## config.mk

```make
export PLATFORM = sky130hd
export DESIGN_NAME = bat_xlate
export DESIGN_NICKNAME = d
export VERILOG_FILES = /design/src/rtl/bat_pkg.sv /design/src/rtl/bat_store.sv /design/src/rtl/bat_match.sv /design/src/rtl/bat_pick.sv /design/src/rtl/bat_xlate.sv
export SDC_FILE = /design/constraint.sdc
export NUM_CORES = 1
export LEC_CHECK = 0
export ABC_AREA = 1
export ABC_CLOCK_PERIOD_IN_PS = 5300
export BUFFER_PORTS_ARGS = -buffer_cell sky130_fd_sc_hd__buf_2
export CAP_MARGIN = 25
export CORE_ASPECT_RATIO = 1.5
export CORE_UTILIZATION = 25
export CTS_BUF_LIST = sky130_fd_sc_hd__clkbuf_16
export CTS_CLUSTER_SIZE = 20
export DETAILED_ROUTE_END_ITERATION = 16
export GPL_TIMING_DRIVEN = 0
export MAX_ROUTING_LAYER = met4
export PLACE_DENSITY_LB_ADDON = 0.2
export SYNTH_ARGS = -nofsm -noshare
export SYNTH_HDL_FRONTEND = slang
export SYNTH_HIERARCHICAL = 1
export SYNTH_SLANG_ARGS = --single-unit
```

## constraint.sdc

```tcl
create_clock -name clk -period 5.3 [get_ports clk]
set_clock_uncertainty 0.1 [all_clocks]
set_input_delay 0.53 -clock clk [delete_from_list [all_inputs] [get_ports clk]]
set_output_delay 0.53 -clock clk [all_outputs]
set_load 0.02 [all_outputs]
```

## src/rtl/bat_pkg.sv

```systemverilog
package bat_pkg;
    localparam int WORD_W  = 32;
    localparam int OFS_W   = 17;
    localparam int BLK_W   = WORD_W - OFS_W;
    localparam int LEN_W   = 11;
    localparam int XHI_W   = 3;
    localparam int PA_W    = WORD_W + XHI_W + 1;
    localparam int ATTR_W  = 4;
    localparam int PROT_W  = 2;

    localparam logic [PROT_W-1:0] PROT_NONE = 2'b00;
    localparam logic [PROT_W-1:0] PROT_RW   = 2'b10;

    typedef struct packed {
        logic [BLK_W-1:0]  epi;
        logic [LEN_W-1:0]  len;
        logic              sv;
        logic              uv;
        logic [BLK_W-1:0]  rpi;
        logic [XHI_W-1:0]  xhi;
        logic              x32;
        logic [ATTR_W-1:0] attr;
        logic [PROT_W-1:0] prot;
    } bat_slot_t;
endpackage

```

## src/rtl/bat_store.sv

```systemverilog
module bat_store
    import bat_pkg::*;
#(
    parameter int ENTRIES = 4,
    localparam int SLOT_W = (ENTRIES > 1) ? $clog2(ENTRIES) : 1
) (
    input  logic              clk,
    input  logic              rst_n,
    input  logic              cfg_we,
    input  logic              cfg_bank,
    input  logic [SLOT_W-1:0] cfg_slot,
    input  logic              cfg_hi,
    input  logic [WORD_W-1:0] cfg_data,
    output bat_slot_t         slots_o [2*ENTRIES]
);
    logic unused_cfg_bits;
    assign unused_cfg_bits = ^{cfg_data[16:13], cfg_data[8:7]};

    for (genvar b = 0; b < 2; b++) begin : g_bank
        for (genvar e = 0; e < ENTRIES; e++) begin : g_slot
            bat_slot_t q;
            logic      sel;
            assign sel = cfg_we && (cfg_bank == b[0]) && (cfg_slot == e[SLOT_W-1:0]);

            always_ff @(posedge clk or negedge rst_n) begin
                if (!rst_n) begin
                    q <= '0;
                end else if (sel) begin
                    if (cfg_hi) begin
                        q.epi <= cfg_data[WORD_W-1:OFS_W];
                        q.len <= cfg_data[LEN_W+1:2];
                        q.sv  <= cfg_data[1];
                        q.uv  <= cfg_data[0];
                    end else begin
                        q.rpi  <= cfg_data[WORD_W-1:OFS_W];
                        q.xhi  <= cfg_data[11:9];
                        q.x32  <= cfg_data[2];
                        q.attr <= {cfg_data[6:4], (b == 1) ? 1'b0 : cfg_data[3]};
                        q.prot <= cfg_data[1:0];
                    end
                end
            end
            assign slots_o[b*ENTRIES+e] = q;
        end
    end
endmodule

```

## src/rtl/bat_match.sv

```systemverilog
module bat_match
    import bat_pkg::*;
(
    input  bat_slot_t         slot,
    input  logic [WORD_W-1:0] ea,
    input  logic              super_i,
    output logic              hit,
    output logic [PA_W-1:0]   pa
);
    logic [BLK_W-1:0] mask;
    logic [BLK_W-1:0] blk;
    logic             priv_ok;

    always_comb begin
        mask    = {{(BLK_W-LEN_W){1'b0}}, slot.len};
        priv_ok = super_i ? slot.sv : slot.uv;
        hit     = priv_ok && (((ea[WORD_W-1:OFS_W] ^ slot.epi) & ~mask) == '0);
        blk     = (slot.rpi & ~mask) | (ea[WORD_W-1:OFS_W] & mask);
        pa      = {slot.xhi, slot.x32, blk, ea[OFS_W-1:0]};
    end
endmodule

```

## src/rtl/bat_pick.sv

```systemverilog
module bat_pick
    import bat_pkg::*;
#(
    parameter int ENTRIES = 4
) (
    input  logic [ENTRIES-1:0] hits,
    input  logic [PA_W-1:0]    pa_in   [ENTRIES],
    input  bat_slot_t          slot_in [ENTRIES],
    output logic               any,
    output logic [PA_W-1:0]    pa_out,
    output logic [ATTR_W-1:0]  attr_out,
    output logic [PROT_W-1:0]  prot_out
);
    always_comb begin
        any      = 1'b0;
        pa_out   = '0;
        attr_out = '0;
        prot_out = PROT_NONE;
        for (int i = ENTRIES - 1; i >= 0; i--) begin
            if (hits[i]) begin
                any      = 1'b1;
                pa_out   = pa_in[i];
                attr_out = slot_in[i].attr;
                prot_out = slot_in[i].prot;
            end
        end
    end
endmodule

```

## src/rtl/bat_xlate.sv

```systemverilog
module bat_xlate
    import bat_pkg::*;
#(
    parameter int ENTRIES = 4,
    localparam int SLOT_W = (ENTRIES > 1) ? $clog2(ENTRIES) : 1
) (
    input  logic              clk,
    input  logic              rst_n,
    input  logic              cfg_we,
    input  logic              cfg_bank,
    input  logic [SLOT_W-1:0] cfg_slot,
    input  logic              cfg_hi,
    input  logic [31:0]       cfg_data,
    input  logic              req_valid,
    input  logic [31:0]       req_ea,
    input  logic              req_fetch,
    input  logic              req_super,
    input  logic              req_store,
    output logic              rsp_valid,
    output logic              rsp_hit,
    output logic              rsp_fault,
    output logic [35:0]       rsp_pa,
    output logic [3:0]        rsp_attr
);
    bat_slot_t           all_slots [2*ENTRIES];
    bat_slot_t           bank      [ENTRIES];
    logic [PA_W-1:0]     cand_pa   [ENTRIES];
    logic [ENTRIES-1:0]  cand_hit;
    logic                any_hit;
    logic [PA_W-1:0]     win_pa;
    logic [ATTR_W-1:0]   win_attr;
    logic [PROT_W-1:0]   win_prot;
    logic                deny;
    logic                grant;

    bat_store #(.ENTRIES(ENTRIES)) u_store (
        .clk      (clk),
        .rst_n    (rst_n),
        .cfg_we   (cfg_we),
        .cfg_bank (cfg_bank),
        .cfg_slot (cfg_slot),
        .cfg_hi   (cfg_hi),
        .cfg_data (cfg_data),
        .slots_o  (all_slots)
    );

    for (genvar e = 0; e < ENTRIES; e++) begin : g_cmp
        assign bank[e] = req_fetch ? all_slots[ENTRIES+e] : all_slots[e];
        bat_match u_match (
            .slot    (bank[e]),
            .ea      (req_ea),
            .super_i (req_super),
            .hit     (cand_hit[e]),
            .pa      (cand_pa[e])
        );
    end

    bat_pick #(.ENTRIES(ENTRIES)) u_pick (
        .hits     (cand_hit),
        .pa_in    (cand_pa),
        .slot_in  (bank),
        .any      (any_hit),
        .pa_out   (win_pa),
        .attr_out (win_attr),
        .prot_out (win_prot)
    );

    always_comb begin
        deny  = any_hit && ((win_prot == PROT_NONE) ||
                            (req_store && (win_prot != PROT_RW)));
        grant = any_hit && !deny;
    end

    always_ff @(posedge clk or negedge rst_n) begin
        if (!rst_n) begin
            rsp_valid <= 1'b0;
            rsp_hit   <= 1'b0;
            rsp_fault <= 1'b0;
            rsp_pa    <= '0;
            rsp_attr  <= '0;
        end else begin
            rsp_valid <= req_valid;
            rsp_hit   <= req_valid && grant;
            rsp_fault <= req_valid && deny;
            rsp_pa    <= (req_valid && grant) ? win_pa   : '0;
            rsp_attr  <= (req_valid && grant) ? win_attr : '0;
        end
    end
endmodule

```

After elaboration in Yosys (flattened, before gate mapping)

Index checks and enable logic that the tools add are counted.
Widths: inputs -> output; s select.

Equal/unequal tests: 4
Multiplexer cells: 26
Bitwise gates (word level): 26
Reduce and logical (&&, ||, !) cells: 43

Operator list:

| cell               | number |
|---|---|
| $mux 53            | 4 |
| $mux 36            | 5 |
| $and 15x15->15     | 8 |
| $and 15x11->15     | 4 |
| $logic_not 15->1   | 4 |
| $not 11->15        | 4 |
| $or 15x15->15      | 4 |
| $xor 15x15->15     | 4 |
| $reduce_and 2->1   | 16 |
| $mux 4             | 5 |
| $logic_and 1x1->1  | 19 |
| $mux 1             | 8 |
| $mux 2             | 4 |
| $eq 2x2->1 const B | 2 |
| $logic_not 2->1    | 2 |
| $eq 2x1->1 const B | 1 |
| $ne 2x2->1 const B | 1 |
| $not 1->1          | 2 |
| $logic_not 1->1    | 1 |
| $logic_or 1x1->1   | 1 |

Bits in registers: 463
Bits of input ports: 75
Output and inout port bits: 43
Word-level logic and storage cells: 176

Depth between registers and ports, before layout

Gate-level depths: netlist (run 1).

Depth after elaboration: 17
Gate-level depth with buffers: 25
Gate-level depth less buffers: 18

Hierarchy

The synthesis (run 1) kept the hierarchy.

By module, submodules not included:

| module    | times used | cells each | area an instance (µm²) | sequential area each (µm²) |
|---|---|---|---|---|
| bat_store | 1          | 1,908      | 16,893.7               | 10,510.1 |
| bat_xlate | 1          | 819        | 4,435.5                | 1,076.0 |
| bat_match | 4          | 142        | 676.9                  | 0.0 |
| bat_pick  | 1          | 373        | 1,875.5                | 0.0 |

Worst setup path after synthesis (run 1)

No wires, ideal clock.

Kind: in2reg
Start point: input req_fetch
End point: register rsp_attr[2]
Library setup time: 0.120 ns
Data arrival time: 2.603 ns
Required time: 5.080 ns
Slack: 2.477 ns
Stages on the path: 25
Path buffers: 7
Cells stage by stage: buf_6 > buf_6 > buf_8 > buf_6 > nand2_1 > o21ai_0 > inv_1 > nand2_1 > nand3_1 > nand2_1 > nor2_1 > nand2_1 > nor2_1 > buf_6 > inv_6 > buf_6 > nand3_1 > nand2_1 > nand2_1 > nand2_1 > inv_1 > nand2_1 > nand3_1 > buf_2 > nor2_1

RTL lines:

| item                 | line            | RTL |
|---|---|---|
| from (decl)          | bat_xlate.sv:16 | `input logic req_fetch,` |
| to (signal assigned) | bat_xlate.sv:86 | `rsp_attr <= (req_valid && grant) ? win_attr : '0;` |
| to (decl)            | bat_xlate.sv:23 | `output logic [3:0] rsp_attr` |

==> results of run 1 <==
-- layer usage --
metal,up-vias,track usage,part of all wire
li1,11500,-,-
met1,11400,0.230,0.37
met5,-,-,0
met2,610,0.392,0.51
met3,243,0.0231,0.038
met4,0,0.146,0.075
-- cell families (layout without fill, tap and decap cells) --
family | after synthesis | in the layout | share of synthesized area
AO/OA/AOI/OAI | 299 | 299 | 0.0578
XOR/XNOR | 8 | 8 | 0.00270
buffers and inverters | 781 | 954 | 0.147
flip-flops | 463 | 463 | 0.447
other | 1 | 7 | 0.000145
AND/OR/NAND/NOR | 2116 | 2116 | 0.345
-- cell usage after synthesis (30+ instances only) --
cell type	instances	area, um^2
nor2_1	118	443
nand3_1	398	1990
buf_2	62	310
buf_6	30	338
o21ai_0	185	926
nor2_2	49	307
nand4_1	105	657
a21oi_1	47	235
dfrtp_1	463	11600
buf_4	114	856
o21ai_1	67	335
nand2_1	1427	5360
inv_1	403	1510
clkbuf_1	123	462
-- sequential cells by signal, summed over array words and instances (netlist names) --
name	count
rsp_fault	1
rsp_hit	1
rsp_pa	36
rsp_attr	4
u_store/slots_o	420
rsp_valid	1
-- critical path, cell delays in order --
cell	delay (ps)
buf_6	170
buf_4	270
clkbuf_1	710
o21ai_0	390
inv_1	110
nand2_1	50
nand3_1	70
nand2_1	90
nor2_1	90
nand2_1	80
nor2_1	210
buf_6	240
inv_6	70
buf_6	150
nand3_1	70
nand2_1	70
nand2_1	80
nand2_1	70
inv_1	50
nand2_1	70
nand3_1	160
buf_2	350
nor2_1	150
-- repair_timing --
action                                 4_1_cts  5_1_grt
endpoints found under the hold margin       89        0
setup endpoints to repair                    0        0
hold buffers                                 2        0
setup buffers                                0        0
gates resized for setup                      0        0
-- area by class of cell --
type	count	area [um^2]	share of cell area
inverter	409	1550	0.0520
buffer	372	2270	0.0764
clock inverter	35	264	0.00886
clock buffer	49	1230	0.0412
multi-input combinational	2427	10500	0.353
timing repair buffer	89	721	0.0242
sequential	463	11600	0.389
antenna	3	7.51	0.000252
tap	1314	1640	0.0552
-- metrics by stage --
step / utilization / setup slack (ps)
floorplan: - / 2480
finish: 0.290 / 1310
global route: 0.290 / 1130
detailed placement: 0.275 / 649
CTS: 0.290 / 1300
global placement: 0.272 / -7010
-- path summary, 6_finish.rpt --
| kind | startpoint | end | slack [ps] | depth (start not counted) |
|---|---|---|---|---|
| max | req_fetch | rsp_pa[21]$_DFF_PN0_ | 1310 | 23 |
| min | req_store | rsp_fault$_DFF_PN0_ | 100 | 3 |
| max reg2reg | u_store/slots_o[409]$_DFFE_PN0P_ | rsp_pa[21]$_DFF_PN0_ | 1550 | 17 |
| min reg2reg | u_store/slots_o[310]$_DFFE_PN0P_ | u_store/slots_o[310]$_DFFE_PN0P_ | 370 | 2 |
| max in group asynchronous | rst_n | u_store/slots_o[309]$_DFFE_PN0P_ | 3210 | 4 |
| min in group asynchronous | rst_n | rsp_pa[7]$_DFF_PN0_ | 410 | 2 |
-- report_power, final --
group | switching (uW) | total, uW | internal (uW) | leakage [uW]
Sequential | 344 | 4530 | 4190 | 0.00594
Combinational | 1420 | 2120 | 702 | 0.00888
Clock | 1580 | 3440 | 1860 | 0.000748
Total | 3340 | 10100 | 6750 | 0.0156
==> impl_results.md, run 1 <==
* Outcome: finished, final reports clean
* Clk buf depth at 3
* Placement Rows at 144
* Largest net degree at the start of global routing at 109
* 1st-iter DRT viols at 1615
* Core area at 0.103 mm^2
* Final period utilization at 0.754
* Clock Pin Slew Worst Setup and Hold Paths at 70 ps
* Yosys warns at 6
* Io pins at 118
* Vias in the first global route at 23.7k
* Pwr/cell area at 339 mW/mm^2
* Root Driver: clkbuf_16
* Final ANT Viol Nets at 0
* Pwr Total at 10100 uW
* Total track usage at 0.221
* Layout area overhead at 15.0%
* Overflow after GRT at 0
* FILL cells at 11.5k
* Critical Path RT at 5670 ps
* Initial antenna violation count at 3
* Main synth FF type: dfrtp_1
* Vias at 23.8k
* Avg Cell Area, Syn at 7.06 um^2
* H-tree depth at 2
* Normalized max-slew margin at 0.276
* Design area at 0.0298 mm^2
* Slew Limit Fails at 0
* Netlist Area Pre-Place at 0.0259 mm^2
* Fmax at 250 MHz
* Worst Path Arrival at 4360 ps
* Die Height at 396 um
* Crit end category: flop
* Worst min-delay path category: in -> reg
* Commonest non-fill, non-tap cell in the layout: nand2_1
* Post-Layout Cell Count at 5161
* Port bufs at 67
* Initial Utilization at 0.252
* Final TNS setup at 0 ps
* Worst Tran Pin Value at 1090 ps
* Synth Instances at 3668
* Die W at 265 um
* MaxCap Viol Count at 0
* Global-route wire length before repair at 164000 um
* Pleak at 0.0156 uW
* Post-detailed-routing wire length at 113000 um
* Async S/R FF share, synth at 1.00
* WHS at 103 ps
* Most frequent cells in the layout: nand2_1, dfrtp_1, inv_1
* Final net count at 3885
* Drt pass-1 iters at 6
* Sink Count at 463
* RSZ-0062 raised after global routing: no
* Fraction of layout cells with a size suffix above 1 at 0.117
* Crit Path Max Fanout at 10
* Final hold violations at 0
* WL/cell at 21.8 um
* Unique masters post-synth at 28
* Full die area at 0.105 mm^2
* Seq/Total Area, Yosys at 0.447
* DP HPWL at 86300 um
* Period minus WS final at 3990 ps
* Peak supply drop at 0.000200 V
* Placement Cell Area at 0.0283 mm^2
* GPL Wtd Cong at 0.934
* Via density at 4.61
* CTS Buf Count at 48
* Number of synthesized register bits at 463
* CTS tree: yes
* DRC Markers at 0
* Later-pin clock latency in the skew report at 630 ps
* Final setup fails at 0
* Critical path launch point type: input pin
* Dpl cells at 5072
* Post-synth EDFFs at 0
* WS Path Type: in -> reg
No activity file was read; power rests on OpenSTA's default activity.
==> run 2: changes to the inputs <==
--- a/config.mk
+++ b/config.mk
@@ -6,7 +6,7 @@
 export NUM_CORES = 1
 export LEC_CHECK = 0
 export ABC_AREA = 1
-export ABC_CLOCK_PERIOD_IN_PS = 5300
+export ABC_CLOCK_PERIOD_IN_PS = 3200
 export BUFFER_PORTS_ARGS = -buffer_cell sky130_fd_sc_hd__buf_2
 export CAP_MARGIN = 25
 export CORE_ASPECT_RATIO = 1.5
==> constraint.sdc (replaced) <==
create_clock -name clk -period 3.2 [get_ports clk]
set_clock_uncertainty 0.1 [all_clocks]
set_input_delay 0.32 -clock clk [delete_from_list [all_inputs] [get_ports clk]]
set_output_delay 0.32 -clock clk [all_outputs]
set_load 0.02 [all_outputs]
==> run 2 against run 1 <==
  * Final area increased by 0.82%
  * Sequential share of layout area decreased by 0.32 points
  * Combinational power increased by 67%
  * Routed wire length increased by 0.36%
  * Die area unchanged
  * Clock power increased by 66%
  * Cell count increased by 0.39%
  * Worst hold slack got worse by 79 ps
  * Critical path depth unchanged
  * Setup slack got worse by 1200 ps
  * Utilization increased by 0.24 points
  * Power increased by 66%
  * Largest power group unchanged
==> impl_results.md, run 2 (same netlist as run 1, synthesis figures left out) <==
* DP HPWL at 86300 um (unchanged)
* Global-route wire length before repair at 165000 um (+0.54%)
* Drt pass-1 iters at 5 (-1)
* WS Path Type: in -> reg
* Sw Share at 0.331 (about the same)
* Combinational share of power at 0.211 (about the same)
* Crit Path Max Fanout at 10 (unchanged)
* H-tree depth at 2 (unchanged)
* Final hold violations at 0 (unchanged)
* Normalized max-slew margin at 0.247 (-0.0295)
* Slowest CP cell: o21ai_1
* Fmax at 320 MHz
* Area of the multi-input gates at 0.0105 mm^2 (+0.24%)
* P_sw at 5540 uW (+66%)
* Final core area utilization at 0.292 (+0.00239)
* Total track usage at 0.222 (+0.00103)
* Later-pin clock latency in the skew report at 630 ps (about the same)
* RSZ-0062 raised after global routing: no
* Period minus WS final at 3120 ps
* Outcome: finished, final reports clean
* Io pins at 118 (unchanged)
* Full die area at 0.105 mm^2 (unchanged)
* Dpl cells at 5072 (unchanged)
* Fraction of layout cells with a size suffix above 1 at 0.118 (+0.00173)
* Post-Layout Cell Count at 5181 (+0.39%)
* Design area at 0.0300 mm^2 (+0.82%)
* Vias in the first global route at 23.9k (+0.66%)
* Core area at 0.103 mm^2 (unchanged)
* Sink Count at 463 (unchanged)
* Final TNS setup at 0 ps (unchanged)
* Register area at 0.0116 mm^2 (unchanged)
* Root Driver: clkbuf_16
* Overflow after GRT at 0 (unchanged)
* Largest net degree at the start of global routing at 109 (unchanged)
* CTS Buf Count at 48 (unchanged)
* WL/cell at 21.8 um (about the same)
* Clk pwr share at 0.340 (about the same)
* Worst Path Arrival at 3540 ps (-820 ps)
* Critical path launch point type: input pin
* Die W at 265 um (unchanged)
* Final net count at 3905 (+0.51%)
* CP Cell Sequence: buf_6 > buf_6 > buf_8 > buf_6 > nand2_1 > o21ai_0 > inv_1 > o21ai_1 > nand2_1 > nor2_1 > nand3_1 > nor2_1 > buf_6 > inv_8 > buf_12 > nor2_2 > nor2_1 > nand2_1 > nand2_1 > nand2_1 > nand3_2 > buf_6 > nor2_2
* Placement Rows at 144 (unchanged)
* Pleak at 0.0157 uW (+0.68%)
* Post-detailed-routing wire length at 113000 um (+0.36%)
* Layout area overhead at 15.9%
* GPL Wtd Cong at 0.934 (unchanged)
* CTS tree: yes
* Seq pwr share at 0.448 (about the same)
* Clk buf depth at 3 (unchanged)
* Final period utilization at 0.976
* Slew Limit Fails at 0 (unchanged)
* Pwr/cell area at 557 mW/mm^2 (+65%)
* DRC Markers at 0 (unchanged)
* FILL cells at 11.5k (-0.035%)
* Placement Cell Area at 0.0283 mm^2 (unchanged)
* 1st-iter DRT viols at 1745 (+8.0%)
* Die Height at 396 um (unchanged)
* MaxCap Viol Count at 0 (unchanged)
* Commonest non-fill, non-tap cell in the layout: nand2_1
* Max stage delay on crit path at 260 ps (-450 ps)
* Worst min-delay path category: in -> reg
* Initial Utilization at 0.252 (unchanged)
* Cell internal pwr at 11200 uW (+66%)
* Final ANT Viol Nets at 0 (unchanged)
* Most frequent cells in the layout: nand2_1, dfrtp_1, inv_1
* Peak supply drop at 0.000328 V (+64%)
* Clock Pin Slew Worst Setup and Hold Paths at 70 ps (about the same)
* Initial antenna violation count at 3 (unchanged)
* Max reg flops at 420 (unchanged)
* Vias at 23.9k (+0.53%)
* Final setup fails at 0 (unchanged)
* Worst Tran Pin Value at 1130 ps (+44.3 ps)
* Critical Path RT at 3620 ps (-2050 ps)
* Via density at 4.62 (+0.14%)
* Port bufs at 67 (unchanged)
* Crit end category: flop
[run 2: cell types whose count changed in the layout (fill, tap and decap cells not counted), moves of 2 or more]
| cell | delta |
|---|---|
| o21ai_2 | +2 |
| clkbuf_1 | -3 |
| nor2_1 | -3 |
| o21ai_1 | +8 |
| clkbuf_2 | +2 |
| o21ai_0 | -10 |
| buf_4 | +2 |
| clkbuf_4 | +2 |
| nor2_2 | +2 |
| buf_2 | -4 |
| dlygate4sd3_1 | +20 |
[run 2: through the flow]
| step | setup slack, ps | power, uW | hold slack, ps |
|---|---|---|---|
| after floorplan | 587 | 9720 | -75.6 |
| after global placement | -8900 | 11000 | 353 |
| after global routing | 0.892 | 17600 | 58.0 |
| after CTS | 46.2 | 16900 | 1.35 |
| after detailed placement | -1240 | 11100 | 289 |
| final | 78.1 | 16700 | 23.7 |
[run 2: area by class of cell]
class,instances,share of cell area
clock inverters,35,0.00879
inverters,409,0.0515
repair buffers,109,0.0307
well taps,1314,0.0547
flip-flops and latches,463,0.386
multi-input cells,2427,0.351
diodes,3,0.000250
plain buffers,372,0.0764
clock buffers,49,0.0408
[run 2: routing by layer]
layer	GRT usage	up-vias	wire, um
li1	-	11600	-
met1	0.233	11500	42700
met2	0.394	610	58100
met3	0.0206	247	3840
met4	0.147	0	8580
met5	-	-	0
[run 2: critical path: cells and delay by family]
family,cells,cell delay (ps)
AO/OA/AOI/OAI,2,350
buffers and inverters,9,1450
AND/OR/NAND/NOR,12,1370
[run 2: what timing repair did]
item / CTS / global route
pin swaps: 1 / 0
hold buffers: 22 / 0
endpoints found under the setup margin: 41 / 40
resized for setup: 16 / 12
endpoints found under the hold margin: 110 / 0
buffers inserted: 0 / 0
[run 2: power by group through the flow]
stage | clock network [uW] | registers (uW) | logic, uW
6_report | 5700 | 7500 | 3540
5_1_grt | 6010 | 7640 | 4000
4_1_cts | 5840 | 7500 | 3560
3_5_place_dp | 0 | 7600 | 3520
3_3_place_gp | 0 | 7580 | 3440
2_1_floorplan | 0 | 7460 | 2270
[run 2: final timing paths]
path,from,to,slack (ps),cells past startpoint
setup / recovery,req_fetch,rsp_pa[22]$_DFF_PN0_,80,23
hold / removal,req_ea[2],rsp_pa[2]$_DFF_PN0_,20,7
setup reg to reg,u_store/slots_o[317]$_DFFE_PN0P_,rsp_pa[22]$_DFF_PN0_,190,19
hold reg to reg,u_store/slots_o[310]$_DFFE_PN0P_,u_store/slots_o[310]$_DFFE_PN0P_,370,2
max in group asynchronous,rst_n,u_store/slots_o[309]$_DFFE_PN0P_,1340,4
min in group asynchronous,rst_n,rsp_pa[7]$_DFF_PN0_,200,2
